[src/rtl/fpm_pkg.sv]
package fpm_pkg;
    localparam int WORD_W = 32;
    localparam int EXP_W  = 8;
    localparam int FRAC_W = WORD_W - EXP_W - 1;
    localparam int MANT_W = FRAC_W + 1;
    localparam int PROD_W = 2 * MANT_W;
    localparam int EXPS_W = EXP_W + 2;
    localparam int FLAG_W = 6;

    localparam int BIAS     = (1 << (EXP_W - 1)) - 1;
    localparam int EXP_TOP  = (1 << EXP_W) - 1;
    localparam int DEN_SPAN = FRAC_W - 1;

    localparam int FL_INV = 0;
    localparam int FL_OVF = 1;
    localparam int FL_UNF = 2;
    localparam int FL_INX = 3;
    localparam int FL_IFZ = 4;
    localparam int FL_OFZ = 5;

    localparam logic [WORD_W-1:0] NAN_WORD = '1;

    typedef enum logic [1:0] {
        CLS_ZERO = 2'd0,
        CLS_NORM = 2'd1,
        CLS_INF  = 2'd2,
        CLS_NAN  = 2'd3
    } cls_e;

    typedef enum logic [1:0] {
        RM_NEAR = 2'b00,
        RM_ZERO = 2'b01,
        RM_UP   = 2'b10,
        RM_DOWN = 2'b11
    } rmode_e;
endpackage

[src/rtl/fpm_decode.sv]
module fpm_decode
    import fpm_pkg::*;
(
    input  logic [WORD_W-1:0]        op_a,
    input  logic [WORD_W-1:0]        op_b,
    output logic                     sign_o,
    output cls_e                     cls_o,
    output logic [PROD_W-1:0]        prod_o,
    output logic signed [EXPS_W-1:0] exp_o,
    output logic                     in_flush_o
);
    localparam logic signed [EXPS_W-1:0] BIAS_S = EXPS_W'(BIAS);

    logic [WORD_W-1:0] op_w [2];
    assign op_w[0] = op_a;
    assign op_w[1] = op_b;

    for (genvar gi = 0; gi < 2; gi++) begin : g_op
        logic [EXP_W-1:0]  ex;
        logic [FRAC_W-1:0] fr;
        logic [MANT_W-1:0] man;
        logic              den;
        cls_e              cls;

        assign ex  = op_w[gi][WORD_W-2 -: EXP_W];
        assign fr  = op_w[gi][FRAC_W-1:0];
        assign man = {1'b1, fr};

        always_comb begin
            den = 1'b0;
            if (ex == '0) begin
                cls = CLS_ZERO;
                den = |fr;
            end else if (ex == '1) begin
                cls = (|fr) ? CLS_NAN : CLS_INF;
            end else begin
                cls = CLS_NORM;
            end
        end
    end

    logic any_nan, any_inf, any_zero;

    always_comb begin
        any_nan  = (g_op[0].cls == CLS_NAN)  || (g_op[1].cls == CLS_NAN);
        any_inf  = (g_op[0].cls == CLS_INF)  || (g_op[1].cls == CLS_INF);
        any_zero = (g_op[0].cls == CLS_ZERO) || (g_op[1].cls == CLS_ZERO);

        sign_o     = op_a[WORD_W-1] ^ op_b[WORD_W-1];
        in_flush_o = g_op[0].den | g_op[1].den;
        prod_o     = {{MANT_W{1'b0}}, g_op[0].man} * {{MANT_W{1'b0}}, g_op[1].man};
        exp_o      = $signed({2'b00, g_op[0].ex}) + $signed({2'b00, g_op[1].ex}) - BIAS_S;

        if (any_nan || (any_inf && any_zero)) cls_o = CLS_NAN;
        else if (any_inf)                     cls_o = CLS_INF;
        else if (any_zero)                    cls_o = CLS_ZERO;
        else                                  cls_o = CLS_NORM;
    end
endmodule

[src/rtl/fpm_round.sv]
module fpm_round
    import fpm_pkg::*;
(
    input  logic                     sign_i,
    input  cls_e                     cls_i,
    input  logic [PROD_W-1:0]        prod_i,
    input  logic signed [EXPS_W-1:0] exp_i,
    input  logic                     in_flush_i,
    input  logic [1:0]               rnd_mode_i,
    output logic [WORD_W-1:0]        word_o,
    output logic [FLAG_W-1:0]        flags_o
);
    localparam logic signed [EXPS_W-1:0] EXP_MAX = EXPS_W'(EXP_TOP);
    localparam logic signed [EXPS_W-1:0] DEN_LO  = -EXPS_W'(DEN_SPAN);
    localparam logic [WORD_W-2:0] BIG_FIN = {{(EXP_W-1){1'b1}}, 1'b0, {FRAC_W{1'b1}}};
    localparam logic [WORD_W-2:0] INF_MAG = {{EXP_W{1'b1}}, {FRAC_W{1'b0}}};

    rmode_e                   rm;
    logic                     hi, grd, stk, lost, inc, to_inf;
    logic [MANT_W-1:0]        kept;
    logic [MANT_W:0]          sum;
    logic [FRAC_W-1:0]        frac;
    logic signed [EXPS_W-1:0] e_n, e_f;

    always_comb begin
        rm   = rmode_e'(rnd_mode_i);
        hi   = prod_i[PROD_W-1];
        kept = hi ? prod_i[PROD_W-1 -: MANT_W] : prod_i[PROD_W-2 -: MANT_W];
        grd  = hi ? prod_i[PROD_W-1-MANT_W] : prod_i[PROD_W-2-MANT_W];
        stk  = hi ? (|prod_i[PROD_W-2-MANT_W:0]) : (|prod_i[PROD_W-3-MANT_W:0]);
        lost = grd | stk;
        e_n  = exp_i + $signed({{(EXPS_W-1){1'b0}}, hi});

        unique case (rm)
            RM_NEAR: inc = grd & (stk | kept[0]);
            RM_ZERO: inc = 1'b0;
            RM_UP:   inc = ~sign_i & lost;
            RM_DOWN: inc = sign_i & lost;
        endcase

        sum = {1'b0, kept} + {{MANT_W{1'b0}}, inc};
        if (sum[MANT_W]) begin
            e_f  = e_n + EXPS_W'(1);
            frac = '0;
        end else begin
            e_f  = e_n;
            frac = sum[FRAC_W-1:0];
        end

        to_inf = (rm == RM_NEAR) || (rm == RM_UP && !sign_i) || (rm == RM_DOWN && sign_i);

        flags_o         = '0;
        flags_o[FL_IFZ] = in_flush_i;
        word_o          = '0;

        unique case (cls_i)
            CLS_NAN: begin
                word_o          = NAN_WORD;
                flags_o[FL_INV] = 1'b1;
            end
            CLS_INF: begin
                word_o = {sign_i, INF_MAG};
            end
            CLS_ZERO: begin
                word_o = {sign_i, {(WORD_W-1){1'b0}}};
            end
            CLS_NORM: begin
                if (e_f >= EXP_MAX) begin
                    flags_o[FL_OVF] = 1'b1;
                    flags_o[FL_INX] = 1'b1;
                    word_o = {sign_i, to_inf ? INF_MAG : BIG_FIN};
                end else if (e_f <= 0) begin
                    flags_o[FL_UNF] = 1'b1;
                    flags_o[FL_INX] = 1'b1;
                    flags_o[FL_OFZ] = (e_f >= DEN_LO);
                    word_o          = '0;
                end else begin
                    flags_o[FL_INX] = lost;
                    word_o = {sign_i, e_f[EXP_W-1:0], frac};
                end
            end
        endcase
    end
endmodule

[src/rtl/fpm_mul.sv]
module fpm_mul
    import fpm_pkg::*;
(
    input  logic              clk,
    input  logic              rst_n,
    input  logic              in_valid,
    input  logic [WORD_W-1:0] op_a,
    input  logic [WORD_W-1:0] op_b,
    input  logic [WORD_W-1:0] guard_word,
    input  logic [1:0]        rnd_mode,
    output logic              out_valid,
    output logic              res_we,
    output logic [WORD_W-1:0] res_data,
    output logic [FLAG_W-1:0] exc_flags,
    output logic [FLAG_W-1:0] calc_flags
);
    logic unused_guard_hi;
    assign unused_guard_hi = ^guard_word[WORD_W-1:1];

    // decode stage (s1)
    logic                     d_sign, d_flush;
    cls_e                     d_cls;
    logic [PROD_W-1:0]        d_prod;
    logic signed [EXPS_W-1:0] d_exp;

    fpm_decode u_decode (
        .op_a       (op_a),
        .op_b       (op_b),
        .sign_o     (d_sign),
        .cls_o      (d_cls),
        .prod_o     (d_prod),
        .exp_o      (d_exp),
        .in_flush_o (d_flush)
    );

    logic                     s1_vld, s1_grd, s1_sign, s1_flush;
    cls_e                     s1_cls;
    logic [PROD_W-1:0]        s1_prod;
    logic signed [EXPS_W-1:0] s1_exp;
    logic [1:0]               s1_rm;

    // round stage (s2)
    logic [WORD_W-1:0] r_word;
    logic [FLAG_W-1:0] r_flags;

    fpm_round u_round (
        .sign_i     (s1_sign),
        .cls_i      (s1_cls),
        .prod_i     (s1_prod),
        .exp_i      (s1_exp),
        .in_flush_i (s1_flush),
        .rnd_mode_i (s1_rm),
        .word_o     (r_word),
        .flags_o    (r_flags)
    );

    logic              s2_vld, s2_grd;
    logic [WORD_W-1:0] s2_word;
    logic [FLAG_W-1:0] s2_flags;

    // state register process: all pipeline stages
    always_ff @(posedge clk) begin
        if (!rst_n) begin
            s1_vld     <= 1'b0;
            s1_grd     <= 1'b0;
            s1_sign    <= 1'b0;
            s1_flush   <= 1'b0;
            s1_cls     <= CLS_ZERO;
            s1_prod    <= '0;
            s1_exp     <= '0;
            s1_rm      <= '0;
            s2_vld     <= 1'b0;
            s2_grd     <= 1'b0;
            s2_word    <= '0;
            s2_flags   <= '0;
            out_valid  <= 1'b0;
            res_we     <= 1'b0;
            res_data   <= '0;
            calc_flags <= '0;
        end else begin
            s1_vld     <= in_valid;
            s1_grd     <= in_valid & guard_word[0];
            s1_sign    <= d_sign;
            s1_flush   <= d_flush;
            s1_cls     <= d_cls;
            s1_prod    <= d_prod;
            s1_exp     <= d_exp;
            s1_rm      <= rnd_mode;
            s2_vld     <= s1_vld;
            s2_grd     <= s1_grd;
            s2_word    <= r_word;
            s2_flags   <= s1_vld ? r_flags : '0;
            out_valid  <= s2_vld;
            res_we     <= s2_grd;
            res_data   <= s2_word;
            calc_flags <= s2_flags;
        end
    end

    // output process: guard gating of the flag vector
    always_comb begin
        exc_flags = res_we ? calc_flags : '0;
    end

    a_r1_latency: assert property (@(posedge clk) disable iff (!rst_n)
        in_valid |-> ##3 out_valid);
    a_r1_no_spurious: assert property (@(posedge clk) disable iff (!rst_n)
        out_valid |-> $past(in_valid, 3));
    a_r9_we_needs_valid: assert property (@(posedge clk) disable iff (!rst_n)
        res_we |-> out_valid);
    a_r9_flags_gated: assert property (@(posedge clk) disable iff (!rst_n)
        !res_we |-> (exc_flags == '0));
    a_r6_nan_word: assert property (@(posedge clk) disable iff (!rst_n)
        (out_valid && calc_flags[FL_INV]) |-> (res_data == NAN_WORD));
    a_r7_ovf_inexact: assert property (@(posedge clk) disable iff (!rst_n)
        (out_valid && calc_flags[FL_OVF]) |-> (calc_flags[FL_INX] && !calc_flags[FL_UNF]));
    a_r5_ofz_zero: assert property (@(posedge clk) disable iff (!rst_n)
        (out_valid && calc_flags[FL_OFZ]) |-> (calc_flags[FL_UNF] && res_data == '0));
endmodule

[config.mk]
export PLATFORM = sky130hd
export DESIGN_NAME = fpm_mul
export DESIGN_NICKNAME = d
export VERILOG_FILES = /design/src/rtl/fpm_pkg.sv /design/src/rtl/fpm_decode.sv /design/src/rtl/fpm_round.sv /design/src/rtl/fpm_mul.sv
export SDC_FILE = /design/constraint.sdc
export NUM_CORES = 2
export LEC_CHECK = 0
export ABC_CLOCK_PERIOD_IN_PS = 18400
export BUFFER_PORTS_ARGS = -buffer_cell sky130_fd_sc_hd__buf_2
export CAP_MARGIN = 30
export CORE_ASPECT_RATIO = 1.1
export CORE_MARGIN = 4
export CORE_UTILIZATION = 60
export CTS_BUF_LIST = sky130_fd_sc_hd__clkbuf_2 sky130_fd_sc_hd__clkbuf_4 sky130_fd_sc_hd__clkbuf_8
export DETAILED_ROUTE_END_ITERATION = 7
export PLACE_DENSITY = 0.85
export SLEW_MARGIN = 20
export SYNTH_ARGS = -nofsm -noshare
export SYNTH_HDL_FRONTEND = slang
export SYNTH_HIERARCHICAL = 1
export SYNTH_SLANG_ARGS = --single-unit
[constraint.sdc]
create_clock -name clk -period 18.4 [get_ports clk]
set_input_delay 2.76 -clock clk [delete_from_list [all_inputs] [get_ports clk]]
set_output_delay 2.76 -clock clk [all_outputs]
set_load 0.01 [all_outputs]
# == Word level (Yosys, flattened, before mapping) ==
# Cells that the tools add are included.
# op_classes
addsub,5
n_mul,1
order_cmp,3
eq_ne,12
mux,27
bitwise_logic,13
n_reduce_logical,24
# ops
operator,count
$pmux 32 s4,1
$reduce_or 23->1,3
$mux 32,2
$mul 24x24->48,1
$mux 24,2
$add 24x1->25,1
$mux 23,1
$reduce_or 22->1,1
$eq 2x2->1 const B,8
$eq 8x8->1 const B,2
$logic_not 8->1,2
$mux 1,12
$mux 2,6
$add 10x2->10,1
$add 10x2->10 const B,1
$ge 10x6->1 const B,1
$ge 10x9->1 const B,1
$le 10x1->1 const B,1
$mux 10,1
$sub 10x8->10 const B,1
$add 8x8->9,1
$logic_not 2->1,4
$logic_or 1x1->1,6
$mux 6,1
12 further kinds,24
# word_totals
regBits,146
in_bits,101
output_inout_bits,46
word_cells,104

# == Depth between registers and ports, before layout ==
# depth
ltp_word,11
depth_mapped,29
mapped_depth_nobuf,26

# == By module ==
# Netlist, hierarchy kept.
# modules_own_cells
module,n_inst,cells_each,area_per_inst_um2,seq_area_each_um2
fpm_decode,1,2218,19302.3,0.0
fpm_mul,1,314,4038.9,2922.8
fpm_round,1,355,2448.6,0.0

# == Worst setup path before layout ==
# Ideal clock, no wire load.
# synth_timing
kind,input port to flip-flop
start,in op_b[12]
end,reg s1_prod[45]
arrival_time_ps,9016
required_ps,18285
setup_slack_ps,9269
path_stages,25
n_path_buf,3
cell_sequence,clkbuf_1 clkbuf_1 nand2_1 fa_1 fa_1 inv_1 fa_1 fa_1 fa_1 fa_1 inv_1 fa_1 inv_1 ha_1 buf_2 a21o_1 a31oi_1 o21ai_1 and3_1 o21ai_1 a21oi_1 o41ai_2 o221ai_1 xnor2_1 and2_1
# synth_via
elab_chain_len,1
# synth_lines
element,line_no,text
start: declaration,fpm_mul.sv:8,"input logic [WORD_W-1:0] op_b,"
$mul 24x24->48,fpm_decode.sv:51,"prod_o = {{MANT_W{1'b0}}, g_op[0].man} * {{MANT_W{1'b0}}, g_op[1].man};"
net d_prod[45],fpm_mul.sv:23,logic [PROD_W-1:0] d_prod;
end signal: assignment,fpm_mul.sv:86,s1_prod <= d_prod;
end: declaration,fpm_mul.sv:38,logic [PROD_W-1:0] s1_prod;
# The timed path passes the listed nets, and every way through them passes these cells.
# A chain may end at the register's enable or synchronous reset.

# == Worst setup path in the final report ==
# layout_timing
start,in op_a[22]
end,reg s1_prod[45]
# layout_via
elab_chain_len,1
# layout_lines
element,line_no,text
start: declaration,fpm_mul.sv:7,"input logic [WORD_W-1:0] op_a,"
$mul 24x24->48,fpm_decode.sv:51,
net d_prod[45],fpm_mul.sv:23,
# The timed path passes the listed nets, and every way through them passes these cells.

==> results.cfg <==
[placement]
dp_hpwl_mm = 49.88
place_congestion = 0.9950
io_buffers = 115

[clock_tree]
hold_buffers = 0
ctsResizeCount = 0
postCtsSetupRepairBufs = 0
clock_path_buffers = 2
clockRootBuffer = clkbuf_8
numCtsBuffers = 17
clock_latency_ps = 450
h-tree-depth = 4
cts_tree = done
cts.sinks = 146
cts.clk_slew.worst_paths_ps = 90

[critical_path]
crit_path_end_kind = register
slowest_delay_ps = 580
crit_end = s1_prod[45]$_SDFF_PN0_
critPathSlowestCell = fa_1
required_ps = 18750
ff2ff_setup_slack_ps = 13330
start_kind = input pin
reg2reg_to = s2_word[0]$_SDFF_PN0_
worstPathArrival_ps = 10280
critPathLaunch = op_a[22]
r2r_cells = 17
path_max_fanout = 20
critPathKind = in2reg
crit-reg2reg-launch = s1_prod[47]$_SDFF_PN0_
cpMostUsedCell = fa_1

[sta]
max_freq_ghz = 0.1008
setup_viol = 0
fin_tns_setup_ps = 0
max_slew_margin_pct = 43.57
tightestPinTransition_ps = 846.5
period_share_pct = 53.93
min_period_ps = 9923
fin_skew_ps = 14.23
rsz0062_at_grt = false
drv_slew = 0
final_hold_viol_count = 0

[floorplan]
rows = 79
initial_core_util_pct = 60.82
die_w_um = 205.7
coreArea_mm2 = 0.04240
die_y_um = 225.4
die-area_mm2 = 0.04637
boundaryPins = 147

[logic_synthesis]
synth_top_area_share_pct = 37.49
postSynthCellCount = 2887
yosysWarningCount = 6
avgSynthCellArea_um2 = 8.933
ys_types = 78
seq_area_frac_synth_pct = 11.33
synth_area_mm2 = 0.02579
yosysTopAreaCell = fa_1
synthFlopType = dfxtp_1
async_flop_share_pct = 0
synth_edf_count = 0
ys_top_cells_by_area = fa_1, dfxtp_1, and2_1
synth_seq_cells = 146
synth_fp_nets = 3665

[detailed_routing]
postRouteAntennaNets = 0
dr.pass1.iters = 8
dr_total_vias = 19890
drc = 0
drtIter0Drc = 1510
wl_mm = 67.31
post_drt_wl_per_cell_um = 19.46
vias_per_cell = 5.750

[cells_and_area]
layout-drive-gt1-share_pct = 6.881
n_antenna_cell = 0
final_common_cell = inv_1
most-common-layout-cells = inv_1, fa_1, and2_1
syn_to_final_growth_pct = 4.095
final_nets = 3657

[run]
maxCapViolCount = 0

[global_route]
grt-ovfl-total = 0
grt_pass1_vias = 21732
antenna_found_initial = 0
grt_pass1_wl_mm = 108.9
track_usage_pct = 29.67
grt_start_max_net_pins = 147

[run_status]
status = completed

[worst_hold_path]
hp-class = reg2reg
## kinds of logic after synthesis
| group | share of synthesized area, % |
|---|---|
| mux | 0.9169 |
| fa+ha+maj | 46.90 |
| buf+inv | 11.35 |
| simple gates | 19.36 |
| compound gates | 6.477 |
| flops | 11.33 |
| xor+xnor | 3.658 |
## worst min path at each step
stage | from | endpoint | cells after the start
global route | s2_word[5]$_SDFF_PN0_ | res_data[5]$_SDFF_PN0_ | 1
detailed placement | s2_word[24]$_SDFF_PN0_ | res_data[24]$_SDFF_PN0_ | 1
finish | s2_word[0]$_SDFF_PN0_ | res_data[0]$_SDFF_PN0_ | 1
floorplan | s2_flags[0]$_SDFF_PN0_ | calc_flags[0]$_SDFF_PN0_ | 1
global placement | s2_vld$_SDFF_PN0_ | out_valid$_SDFF_PN0_ | 1
CTS | s2_word[5]$_SDFF_PN0_ | res_data[5]$_SDFF_PN0_ | 1
## final cells by class
class,count,area (um2)
multi-input cells,2002,19940
repair buffers,118,618.1
fillers,3360,15560
well taps,567,709.4
clock inverters,15,187.7
flip-flops and latches,146,2924
clock buffers,17,234.0
inverters,594,2230
## flip-flops by register name, indices dropped and copies added (netlist names), 2 cells and up
register / count
s1_prod: 48
res_data: 32
s2_word: 32
s1_exp: 10
calc_flags: 6
s2_flags: 6
s1_cls: 2
s1_rm: 2
## critical path: cells and delay by family
kind | cells | cell delay [ps]
fa+ha+maj | 8 | 4020
compound gates | 7 | 1570
buf+inv | 6 | 1110
xor+xnor | 1 | 150
simple gates | 3 | 610
## through the flow
stage	hold slack, ps	worst slack (ps)	instance area (um2)	util [%]	std cells
finish	434.6	8477	26850	63.31	3459
global route	439.6	8211	26850	63.31	3459
CTS	438.9	8674	26820	63.24	3458
detailed placement	417.7	8182	26400	62.25	3426
global placement	416.0	8315	26390	62.24	3426
floorplan	411.9	9269	25790	-	2887
## routing by layer
metal / global-route usage (%) / vias up / routed length (um)
met4: 15.76 / 0 / 4007
met5: 0 / - / 0
li1: - / 8726 / -
met1: 36.00 / 9634 / 24370
met3: 6.649 / 292 / 7115
met2: 49.50 / 1238 / 31820
## cells in the mapped netlist, drive strengths merged, types with 34 or more instances
| cell type | n |
|---|---|
| fa | 483 |
| nand2 | 332 |
| clkbuf | 109 |
| xnor2 | 72 |
| and2 | 392 |
| inv | 592 |
| a21oi | 63 |
| xor2 | 34 |
| o21ai | 38 |
| nor2 | 91 |
| dfxtp | 146 |
| ha | 194 |
| buf | 36 |
Power is left out: the tool's default activity adds up to more than one toggle a clock period on the data nets, which glitch-free logic cannot reach.
